`src/rtl/mau_pkg.sv`:
```
package mau_pkg;

  typedef enum logic [1:0] {
    SZ_BYTE = 2'd0,
    SZ_HALF = 2'd1,
    SZ_WORD = 2'd2,
    SZ_RSVD = 2'd3
  } acc_size_e;

  function automatic int unsigned size_bytes(acc_size_e s);
    case (s)
      SZ_BYTE: return 1;
      SZ_HALF: return 2;
      SZ_WORD: return 4;
      default: return 0;
    endcase
  endfunction

endpackage

```
`src/rtl/mau_align_chk.sv`:
```
module mau_align_chk
  import mau_pkg::*;
#(
  parameter int OFS_W = 2
) (
  input  acc_size_e        size,
  input  logic [OFS_W-1:0] addr_lo,
  output logic             aligned
);

  logic [OFS_W-1:0] low_mask;

  always_comb begin
    low_mask = OFS_W'(size_bytes(size) - 1);
    aligned  = (size != SZ_RSVD) && ((addr_lo & low_mask) == '0);
  end

endmodule

```
`src/rtl/mau_lane_map.sv`:
```
module mau_lane_map
  import mau_pkg::*;
#(
  parameter int DATA_W = 32,
  parameter int LANES  = DATA_W / 8,
  parameter int OFS_W  = $clog2(LANES)
) (
  input  acc_size_e         size,
  input  logic [OFS_W-1:0]  addr_lo,
  input  logic              big,
  input  logic [DATA_W-1:0] wdata,
  output logic [OFS_W-1:0]  lsb_lane,
  output logic [LANES-1:0]  be,
  output logic [DATA_W-1:0] lane_wdata
);

  localparam int CNT_W = OFS_W + 1;

  logic [CNT_W-1:0]  nb;
  logic [DATA_W-1:0] val_mask;

  always_comb begin
    nb = CNT_W'(size_bytes(size));
    if (big) lsb_lane = OFS_W'(CNT_W'(LANES) - nb - {1'b0, addr_lo});
    else     lsb_lane = addr_lo;
    val_mask   = (DATA_W'(1) << {nb, 3'b000}) - DATA_W'(1);
    if (nb >= CNT_W'(DATA_W / 8)) val_mask = '1;
    lane_wdata = (wdata & val_mask) << {lsb_lane, 3'b000};
  end

  for (genvar g = 0; g < LANES; g++) begin : g_lane
    assign be[g] = (CNT_W'(g) >= {1'b0, lsb_lane}) &&
                   (CNT_W'(g) <  ({1'b0, lsb_lane} + nb));
  end

endmodule

```
`src/rtl/mau_resp_stage.sv`:
```
module mau_resp_stage
  import mau_pkg::*;
#(
  parameter int DATA_W = 32,
  parameter int OFS_W  = 2
) (
  input  logic              clk,
  input  logic              rst,
  input  logic              issue_rd,
  input  logic              reject,
  input  logic [OFS_W-1:0]  lsb_lane,
  input  acc_size_e         size,
  input  logic [DATA_W-1:0] mem_rdata,
  output logic              rd_valid,
  output logic [DATA_W-1:0] rd_data,
  output logic              misalign_err
);

  localparam int CNT_W = OFS_W + 1;

  logic [OFS_W-1:0]  lsb_q;
  acc_size_e         size_q;
  logic [DATA_W-1:0] keep_mask;
  logic [CNT_W-1:0]  nb_q;

  always_ff @(posedge clk) begin
    if (rst) begin
      rd_valid     <= 1'b0;
      misalign_err <= 1'b0;
      lsb_q        <= '0;
      size_q       <= SZ_BYTE;
    end else begin
      rd_valid     <= issue_rd;
      misalign_err <= reject;
      if (issue_rd) begin
        lsb_q  <= lsb_lane;
        size_q <= size;
      end
    end
  end

  always_comb begin
    nb_q      = CNT_W'(size_bytes(size_q));
    keep_mask = (DATA_W'(1) << {nb_q, 3'b000}) - DATA_W'(1);
    if (nb_q >= CNT_W'(DATA_W / 8)) keep_mask = '1;
    rd_data   = (mem_rdata >> {lsb_q, 3'b000}) & keep_mask;
  end

  // an error pulse and a load result never coincide
  p_err_excl_r3: assert property (@(posedge clk) disable iff (rst)
    !(misalign_err && rd_valid));

endmodule

```
`src/rtl/mau_top.sv`:
```
module mau_top
  import mau_pkg::*;
#(
  parameter int ADDR_W = 16,
  parameter int DATA_W = 32,
  localparam int LANES = DATA_W / 8,
  localparam int OFS_W = $clog2(LANES)
) (
  input  logic                clk,
  input  logic                rst,
  input  logic                req_valid,
  input  logic                req_write,
  input  logic [ADDR_W-1:0]   req_addr,
  input  logic [1:0]          req_size,
  input  logic                req_big,
  input  logic [DATA_W-1:0]   req_wdata,
  output logic                mem_en,
  output logic                mem_we,
  output logic [ADDR_W-OFS_W-1:0] mem_waddr,
  output logic [LANES-1:0]    mem_be,
  output logic [DATA_W-1:0]   mem_wdata,
  input  logic [DATA_W-1:0]   mem_rdata,
  output logic                rd_valid,
  output logic [DATA_W-1:0]   rd_data,
  output logic                misalign_err
);

  acc_size_e         sz;
  logic              aligned;
  logic              issue;
  logic [OFS_W-1:0]  lsb_lane;
  logic [LANES-1:0]  be_raw;
  logic [DATA_W-1:0] wd_raw;

  assign sz = acc_size_e'(req_size);

  mau_align_chk #(.OFS_W(OFS_W)) u_align (
    .size    (sz),
    .addr_lo (req_addr[OFS_W-1:0]),
    .aligned (aligned)
  );

  mau_lane_map #(.DATA_W(DATA_W), .LANES(LANES), .OFS_W(OFS_W)) u_map (
    .size       (sz),
    .addr_lo    (req_addr[OFS_W-1:0]),
    .big        (req_big),
    .wdata      (req_wdata),
    .lsb_lane   (lsb_lane),
    .be         (be_raw),
    .lane_wdata (wd_raw)
  );

  assign issue     = req_valid && aligned;
  assign mem_en    = issue;
  assign mem_we    = issue && req_write;
  assign mem_waddr = req_addr[ADDR_W-1:OFS_W];
  assign mem_be    = issue ? be_raw : '0;
  assign mem_wdata = (issue && req_write) ? wd_raw : '0;

  mau_resp_stage #(.DATA_W(DATA_W), .OFS_W(OFS_W)) u_resp (
    .clk          (clk),
    .rst          (rst),
    .issue_rd     (issue && !req_write),
    .reject       (req_valid && !aligned),
    .lsb_lane     (lsb_lane),
    .size         (sz),
    .mem_rdata    (mem_rdata),
    .rd_valid     (rd_valid),
    .rd_data      (rd_data),
    .misalign_err (misalign_err)
  );

  // lane count matches the access width
  p_lane_count_r2: assert property (@(posedge clk) disable iff (rst)
    mem_en |-> ($countones(mem_be) == int'(size_bytes(sz))));

  // an error pulse follows a request that did not reach memory
  p_err_after_reject_r3: assert property (@(posedge clk) disable iff (rst)
    misalign_err |-> ($past(req_valid) && !$past(mem_en)));

  // no lanes are enabled without an access strobe
  p_idle_no_lanes_r3: assert property (@(posedge clk) disable iff (rst)
    !mem_en |-> (mem_be == '0 && !mem_we));

  // a load result follows an issued load
  p_rd_after_load_r7: assert property (@(posedge clk) disable iff (rst)
    rd_valid |-> ($past(mem_en) && !$past(mem_we)));

  // byte loads are zero-extended
  p_byte_zext_r7: assert property (@(posedge clk) disable iff (rst)
    (rd_valid && $past(req_size) == 2'd0) |-> (rd_data[DATA_W-1:8] == '0));

  // word accesses cover every lane in either order
  p_word_full_r5: assert property (@(posedge clk) disable iff (rst)
    (mem_en && sz == SZ_WORD) |-> (mem_be == '1));

endmodule

```
`config.mk`:
```
export PLATFORM = sky130hd
export DESIGN_NAME = mau_top
export DESIGN_NICKNAME = d
export VERILOG_FILES = /design/src/rtl/mau_pkg.sv /design/src/rtl/mau_align_chk.sv /design/src/rtl/mau_lane_map.sv /design/src/rtl/mau_resp_stage.sv /design/src/rtl/mau_top.sv
export SDC_FILE = /design/constraint.sdc
export NUM_CORES = 1
export LEC_CHECK = 0
export ABC_AREA = 0
export BUFFER_PORTS_ARGS = -buffer_cell sky130_fd_sc_hd__buf_4
export CORE_ASPECT_RATIO = 1.75
export CORE_MARGIN = 2
export CORE_UTILIZATION = 42
export DETAILED_ROUTE_END_ITERATION = 12
export PLACE_DENSITY_LB_ADDON = 0.12
export SETUP_SLACK_MARGIN = 0.4
export SYNTH_ARGS = -nofsm -noshare
export SYNTH_HDL_FRONTEND = slang
export SYNTH_SLANG_ARGS = --single-unit
export TNS_END_PERCENT = 5
```
`constraint.sdc`:
```
create_clock -name clk -period 6.1 [get_ports clk]
set_input_delay 0.61 -clock clk [delete_from_list [all_inputs] [get_ports clk]]
set_output_delay 0.61 -clock clk [all_outputs]
set_load 0.02 [all_outputs]
```
-- Word-level counts from Yosys, hierarchy flattened
Index checks and enable logic that the tools add are counted.
- register bits: 6
- equal/unequal tests: 5
- bitwise operators: 3
- shift-type cells: 4
- reductions and logical operators: 13
- multiplexer cells: 7
- order comparisons: 9
- add/subtract/negate cells: 6
- operator list (operator ; number):
    32-bit two-way mux ; 3
    32-bit bitwise AND ; 2
    1-bit by 6-bit << shifter with 32-bit output, first input constant ; 2
    32-bit by 2-bit subtractor with 32-bit output, second input constant ; 2
    32-bit by 5-bit << shifter with 32-bit output ; 1
    32-bit by 5-bit >> shifter with 32-bit output ; 1
    3-bit case mux with 3 select lines ; 2
    1-bit logical AND ; 8
    3-bit greater-or-equal comparator, second input constant ; 2
    2-bit zero test ; 3
    1-bit by 3-bit less-than comparator with 1-bit output, first input constant ; 2
    2-bit by 3-bit less-than comparator with 1-bit output, first input constant ; 2
    2-bit by 1-bit equality test with 1-bit output, second input constant ; 2
    2-bit equality test, second input constant ; 2
    1-bit by 2-bit greater-or-equal comparator with 1-bit output, first input constant ; 2
    4-bit two-way mux ; 1
    2-bit by 3-bit adder with 3-bit output ; 1
    2-bit bitwise AND ; 1
    2-bit greater-or-equal comparator, first input constant ; 1
    1-bit zero test ; 2
    2-bit two-way mux ; 1
    2-bit != test, second input constant ; 1
    1-bit by 2-bit subtractor with 2-bit output, first input constant ; 1
    2-bit by 1-bit subtractor with 2-bit output, second input constant ; 1
    2-bit subtractor ; 1

-- Longest topological paths before layout
- depth after elaboration: 9
- mapped depth: 14
- gate-level depth less buffers: 13

-- By module
From an unflattened synthesis, not the netlist that was laid out.
- cell total of the unflattened synthesis: 305
- area total of the unflattened synthesis: 2280.9 um^2
- modules (own cells, without submodules) (module ; cells an instance ; instances ; area an instance (um^2)):
    mau_lane_map ; 130 ; 1 ; 909.6
    mau_resp_stage ; 108 ; 1 ; 845.8
    mau_top ; 65 ; 1 ; 511.7
    mau_align_chk ; 2 ; 1 ; 13.8

-- Worst setup path before layout
Ideal clock, no wire load.
- path kind: input-to-output
- from: input port req_size[0]
- to: output port mem_be[0]
- path buffers: 1
- arrival: 3130 ps
- stages on the path: 12
- required time: 5490 ps
- path slack: 2360 ps
- cell sequence: inv_1 ha_1 inv_1 ha_1 xnor2_1 and3_1 clkbuf_1 nor2_4 inv_2 fa_1 xor2_1 a311oi_1
- word-level cells in the longest chain between the ends: 9
- elaborated cells on any way between the ends: 18
- classes of those cells: add/sub: 4; order compare: 2; eq/ne: 3; mux: 3; bitwise: 1; reduce/logical: 5
- ends and longest elaborated chain (element ; line ; source):
    from (decl) ; mau_top.sv:14 ; input logic [1:0] req_size,
    2-bit equality test, or another cell as far along ; mau_pkg.sv:11 ; case (s)
    3-bit case mux with 3 select lines ; mau_pkg.sv:11 ;
    1-bit by 2-bit subtractor with 2-bit output ; mau_lane_map.sv:24 ; if (big) lsb_lane = OFS_W'(CNT_W'(LANES) - nb - {1'b0, addr_lo});
    2-bit subtractor ; mau_lane_map.sv:24 ;
    2-bit two-way mux ; mau_lane_map.sv:24 ;
    2-bit by 3-bit adder with 3-bit output ; mau_lane_map.sv:33 ; (CNT_W'(g) < ({1'b0, lsb_lane} + nb));
    1-bit by 3-bit less-than comparator with 1-bit output ; mau_lane_map.sv:33 ;
    1-bit logical AND ; mau_lane_map.sv:32 ; assign be[g] = (CNT_W'(g) >= {1'b0, lsb_lane}) &&
    4-bit two-way mux * ; mau_top.sv:57 ; assign mem_be = issue ? be_raw : '0;
    to (decl) ; mau_top.sv:20 ; output logic [LANES-1:0] mem_be,
Every way passes the cells marked *; elsewhere a longest branch is shown, timed or not.

-- Worst setup path in the final report
- from: input port req_size[0]
- to: output port mem_be[2]
- word-level cells in the longest chain between the ends: 9
- elaborated cells on any way between the ends: 18
- classes of those cells: add/sub: 4; order compare: 2; eq/ne: 3; mux: 3; bitwise: 1; reduce/logical: 5
- ends and longest elaborated chain (element ; line):
    2-bit equality test, or another cell as far along ; mau_pkg.sv:11
    3-bit case mux with 3 select lines ; mau_pkg.sv:11
    1-bit by 2-bit subtractor with 2-bit output ; mau_lane_map.sv:24
    2-bit subtractor ; mau_lane_map.sv:24
    2-bit two-way mux ; mau_lane_map.sv:24
    2-bit by 3-bit adder with 3-bit output ; mau_lane_map.sv:33
    2-bit by 3-bit less-than comparator with 1-bit output ; mau_lane_map.sv:33
    1-bit logical AND ; mau_lane_map.sv:32
    4-bit two-way mux * ; mau_top.sv:57
Marks and branches as above.

==> results.md <==
- The run finished with clean final reports.
- In the final timing run, aggregate negative setup slack is 0 ns.
- Of all flip-flops after synthesis, the portion carrying an async set or reset was 0.
- The via count of the first global-routing pass is 2403.
- The number of antenna violations at the first check in global routing is 0.
- TritonCTS built the clock tree.
- Setup slack on the critical path of the routed design comes to ~1.7 ns.
- Of the cells placed in the final design, the portion with a size suffix greater than 1 is 0.413.
- The number of nets in the synthesized netlist is roughly 380.
- The total setup violations reported at the end of the flow is 0.
- The via count is about 2.6k.
- The xor and xnor area share after synthesis is 0.0135.
- The first-pass detailed-route iteration total is 4.
- The category of the critical setup timing path is in -> out.
- Summing all placed instances gives a cell area of 2880 µm².
- The simple logic cell fraction of the synthesized area is 0.288.
- The routed design could run at a clock period as short as between 4 and 5 ns.
- The cell sitting at the root of the clock tree is a sky130_fd_sc_hd__clkbuf_8.
- Leaving out fill and tap cells, the most frequent cell in the layout is sky130_fd_sc_hd__buf_4.
- The analysis attributes to cell leakage a power of between 1 and 1.5 nW.
- After the first detailed-routing iteration, the DRC count stood at roughly 120.
- The most common flop cell mapped by yosys is sky130_fd_sc_hd__dfxtp_1.
- The number of placement rows is 32.
- The type of the tightest min-delay check is reg -> reg.
- The number of synthesized register bits is 6.
- Summed over all layers, the global routing overflow is 0.
- The post-detailed-routing wire length is 6820 µm.
- For this configuration, the core starts out at a cell density of 0.437.
- The share of the synthesized area in compound gates (AO/OA/AOI/OAI) came to 0.272.
- The number of buffers created by CTS is 3.
- The number of pins with negative max-slew slack in the final report is 0.
- After detailed routing, the number of remaining DRC violations is 0.
- The largest individual stage delay along the critical path comes from the cell sky130_fd_sc_hd__mux2i_4.
- Prior to clock tree synthesis, the placed netlist has a worst setup slack of 1.75 ns.
- The fraction of the mapped netlist area in adder cells is 0.0748.
- The buffer depth of the longest clock path is 2.
- In the routed layout, each cell is associated on average with a via count of 5.84.
- The critical path launch point is req_size[0].
- The worst hold path begins at u_resp.lsb_q[0].
- The TritonCTS sink count is 6.
- Gates resized during post-CTS repair numbered 0.
- The number of setup buffers added after CTS is 0.
- Of the available clock period, the critical path in the final layout requires 0.717.
- After clock tree synthesis, the flow added hold-fix buffers numbering 0.
- The top cell types in the final layout, fill and taps aside, are sky130_fd_sc_hd__buf_4, sky130_fd_sc_hd__nor2_1, sky130_fd_sc_hd__mux2i_1.
- Setup repair after global routing left no endpoint under its margin.
- The worst setup path is launched from a primary input.
- The die footprint is 5200 µm².
- For met3 alone, demand over resource in global routing was 0.0441.
- The total power per unit cell area is 104 nW/µm².
- The layer with the highest usage is met2.
- The share of cell area taken by muxes after synthesis is 0.152.
- The detailed-placement wirelength estimate is roughly 5500 µm.
- The routability congestion estimate is slightly above 0.8.
- For the worst setup path, the data required time is ~5.5 ns.
- The sequential element share of the synthesized area is 0.0619.
- The synthesized netlist occupies a cell area of roughly 1900 µm².
- The final clock skew is 0 ns.
- 173 I/O pins were placed.
- Along the worst path, the maximum fanout reaches 27.
- By area, the combinational part of the netlist is dominated by simple AND/OR/NAND/NOR gates.
- The count of flip-flops with a built-in enable after synthesis is 0.
- The worst setup path is captured at an output port.
- The clock-pin slew reported for the worst setup and hold paths after clock tree synthesis is roughly 0.040 ns.
- Max-cap violations in this run came to 0.
- The slew at the pin closest to its max-slew limit is between 0.9 and 1 ns.
- In the final design database the tool counted between 400 and 500 nets.
- Measured along the y axis, the die boundary spans 93.9 µm.
- The insertion delay of the later-clocked pin in the worst-skew pair is about 0.22 ns.
- The global-route total usage across every layer is 0.251.
- The cell area after layout is between 2000 and 3000 µm².
- The cell family contributing the most delay on the critical path is adder cells.
- From left edge to right edge, the die measures between 50 and 60 µm.
- The core region is around 4400 µm².
- Buffers placed on the I/O ports in this run total 144.
- The diode insertion count for antenna repair is 0.
- The detail route stage leaves a number of antenna-violating nets equal to 0.
- The global-route track usage on met2 is 0.471.
- The critical path goes through buf_4, inv_1, ha_1, inv_1, ha_1, mux2i_4, inv_2, ha_1, inv_1, fa_1, o21ai_0, nand2_1, a21oi_1, buf_4.
- The number of levels in the clock H-tree is 1.
- The layout overhead on the synthesized area is 50.6%.
- Counting every instance in the synthesized netlist gives around 280.
- The largest net degree at the start of global routing is 35.
- The largest stage delay on the critical path is 0.61 ns.
- For this run, global-route usage on met1 was measured as 0.273.
- Headroom to the max-slew limit came out at 0.398.
- The tightest hold path in the finished design has a slack of 0.496 ns.
- The signal arrival time at the worst endpoint is 3.76 ns.
- Counting both buffers and inverters, the worst setup path holds a total of 6.
- The average cell area after synthesis is roughly 6.9 µm².
- VDD sags by at most 0.102 mV.
- The number of different library cells used by synthesis comes to 39.
- The global-route wire length before repair is around 11000 µm.
- The warning count from the yosys run is 0.
- Static timing analysis puts the maximum clock frequency at approximately 0.23 GHz.
- The hold violation count in the final report was 0.
- The startpoint identified for the worst register-to-register timing path is u_resp.lsb_q[1].
- Dividing the detail-routed wire length by the instance count gives approximately 15 µm.
- After layout, the design draws a total of ~0.3 mW.
-- registers in the layout, summed over array words and instances, names as in the netlist --
name and cells:
u_resp.lsb_q 2, u_resp.misalign_err 1, u_resp.rd_valid 1, u_resp.size_q 2
-- final cells by class --
type	instances	area, µm²
inverter	12	46.3
timing repair buffer	146	1100
tap	51	63.8
clock buffer	3	41.3
sequential	6	120
multi-input combinational	223	1560
fill	419	1520
-- worst paths after layout --
check                          to  slack (ns)  cells after the start
setup reg to reg  u_resp.lsb_q[1]        4.79                      2
setup / recovery        mem_be[2]        1.73                     14
hold reg to reg   u_resp.lsb_q[0]        0.50                      2
hold / removal    u_resp.lsb_q[0]        0.50                      2
-- worst reg2reg max path, stage by stage, from the launching register on --
cell and delay, ns:
sky130_fd_sc_hd__dfxtp_1 0.87, sky130_fd_sc_hd__nor2_1 0.11, sky130_fd_sc_hd__a211oi_1 0.24
-- cell usage after synthesis, types with 2 or more instances --
cell                         n  area share
sky130_fd_sc_hd__nor2_1     46       0.089
sky130_fd_sc_hd__mux2i_1    26        0.13
sky130_fd_sc_hd__a211oi_1   18       0.070
sky130_fd_sc_hd__clkbuf_1   16       0.031
sky130_fd_sc_hd__a31oi_1    14       0.045
sky130_fd_sc_hd__buf_4      14       0.054
sky130_fd_sc_hd__a21oi_1    13       0.034
sky130_fd_sc_hd__ha_1       10       0.064
sky130_fd_sc_hd__and3_1      9       0.029
sky130_fd_sc_hd__inv_1       9       0.017
sky130_fd_sc_hd__nand2b_1    9       0.029
sky130_fd_sc_hd__nor2b_1     9       0.029
sky130_fd_sc_hd__o2111ai_1   9       0.041
sky130_fd_sc_hd__o21ai_0     9       0.023
sky130_fd_sc_hd__and2_1      8       0.026
sky130_fd_sc_hd__nor3_1      8       0.021
sky130_fd_sc_hd__or4_1       8       0.031
sky130_fd_sc_hd__o32ai_1     7       0.032
sky130_fd_sc_hd__dfxtp_1     6       0.062
sky130_fd_sc_hd__buf_1       4      0.0077
sky130_fd_sc_hd__buf_2       4       0.010
sky130_fd_sc_hd__nand2_1     3      0.0058
sky130_fd_sc_hd__buf_6       2       0.012
sky130_fd_sc_hd__inv_2       2      0.0039
sky130_fd_sc_hd__nor3b_1     2      0.0077
sky130_fd_sc_hd__or3b_2      2      0.0090
sky130_fd_sc_hd__xnor2_1     2      0.0090
-- kinds of logic (layout without fill, tap and decap cells) --
group / count (synthesis) / after routing
flip-flops: 6 / 6
AO/OA/AOI/OAI: 75 / 75
multiplexers: 28 / 28
adder cells (fa/ha/maj): 11 / 11
AND/OR/NAND/NOR: 106 / 106
XOR/XNOR: 3 / 3
buffers and inverters: 52 / 161
-- metrics by stage --
stage | instances | utilization
finish | 441 | 0.658
global route | 441 | 0.658
CTS | 441 | 0.658
global placement | 438 | 0.648
detailed placement | 438 | 0.648
floorplan | 281 | -
-- power by group --
part	leakage (nW)	total (mW)	switching, mW	internal (mW)
Clock	0.0216	0.0594	0.0170	0.0424
Sequential	0.0489	0.0440	0.00291	0.0411
Combinational	1.29	0.200	0.109	0.0911
-- metal layers --
layer / part of all wire / vias up
met2: 0.54 / 175
met4: 0.011 / 0
met5: 0 / -
met1: 0.37 / 1155
li1: - / 1233
met3: 0.080 / 12
Power figures use the tool's default switching activity.
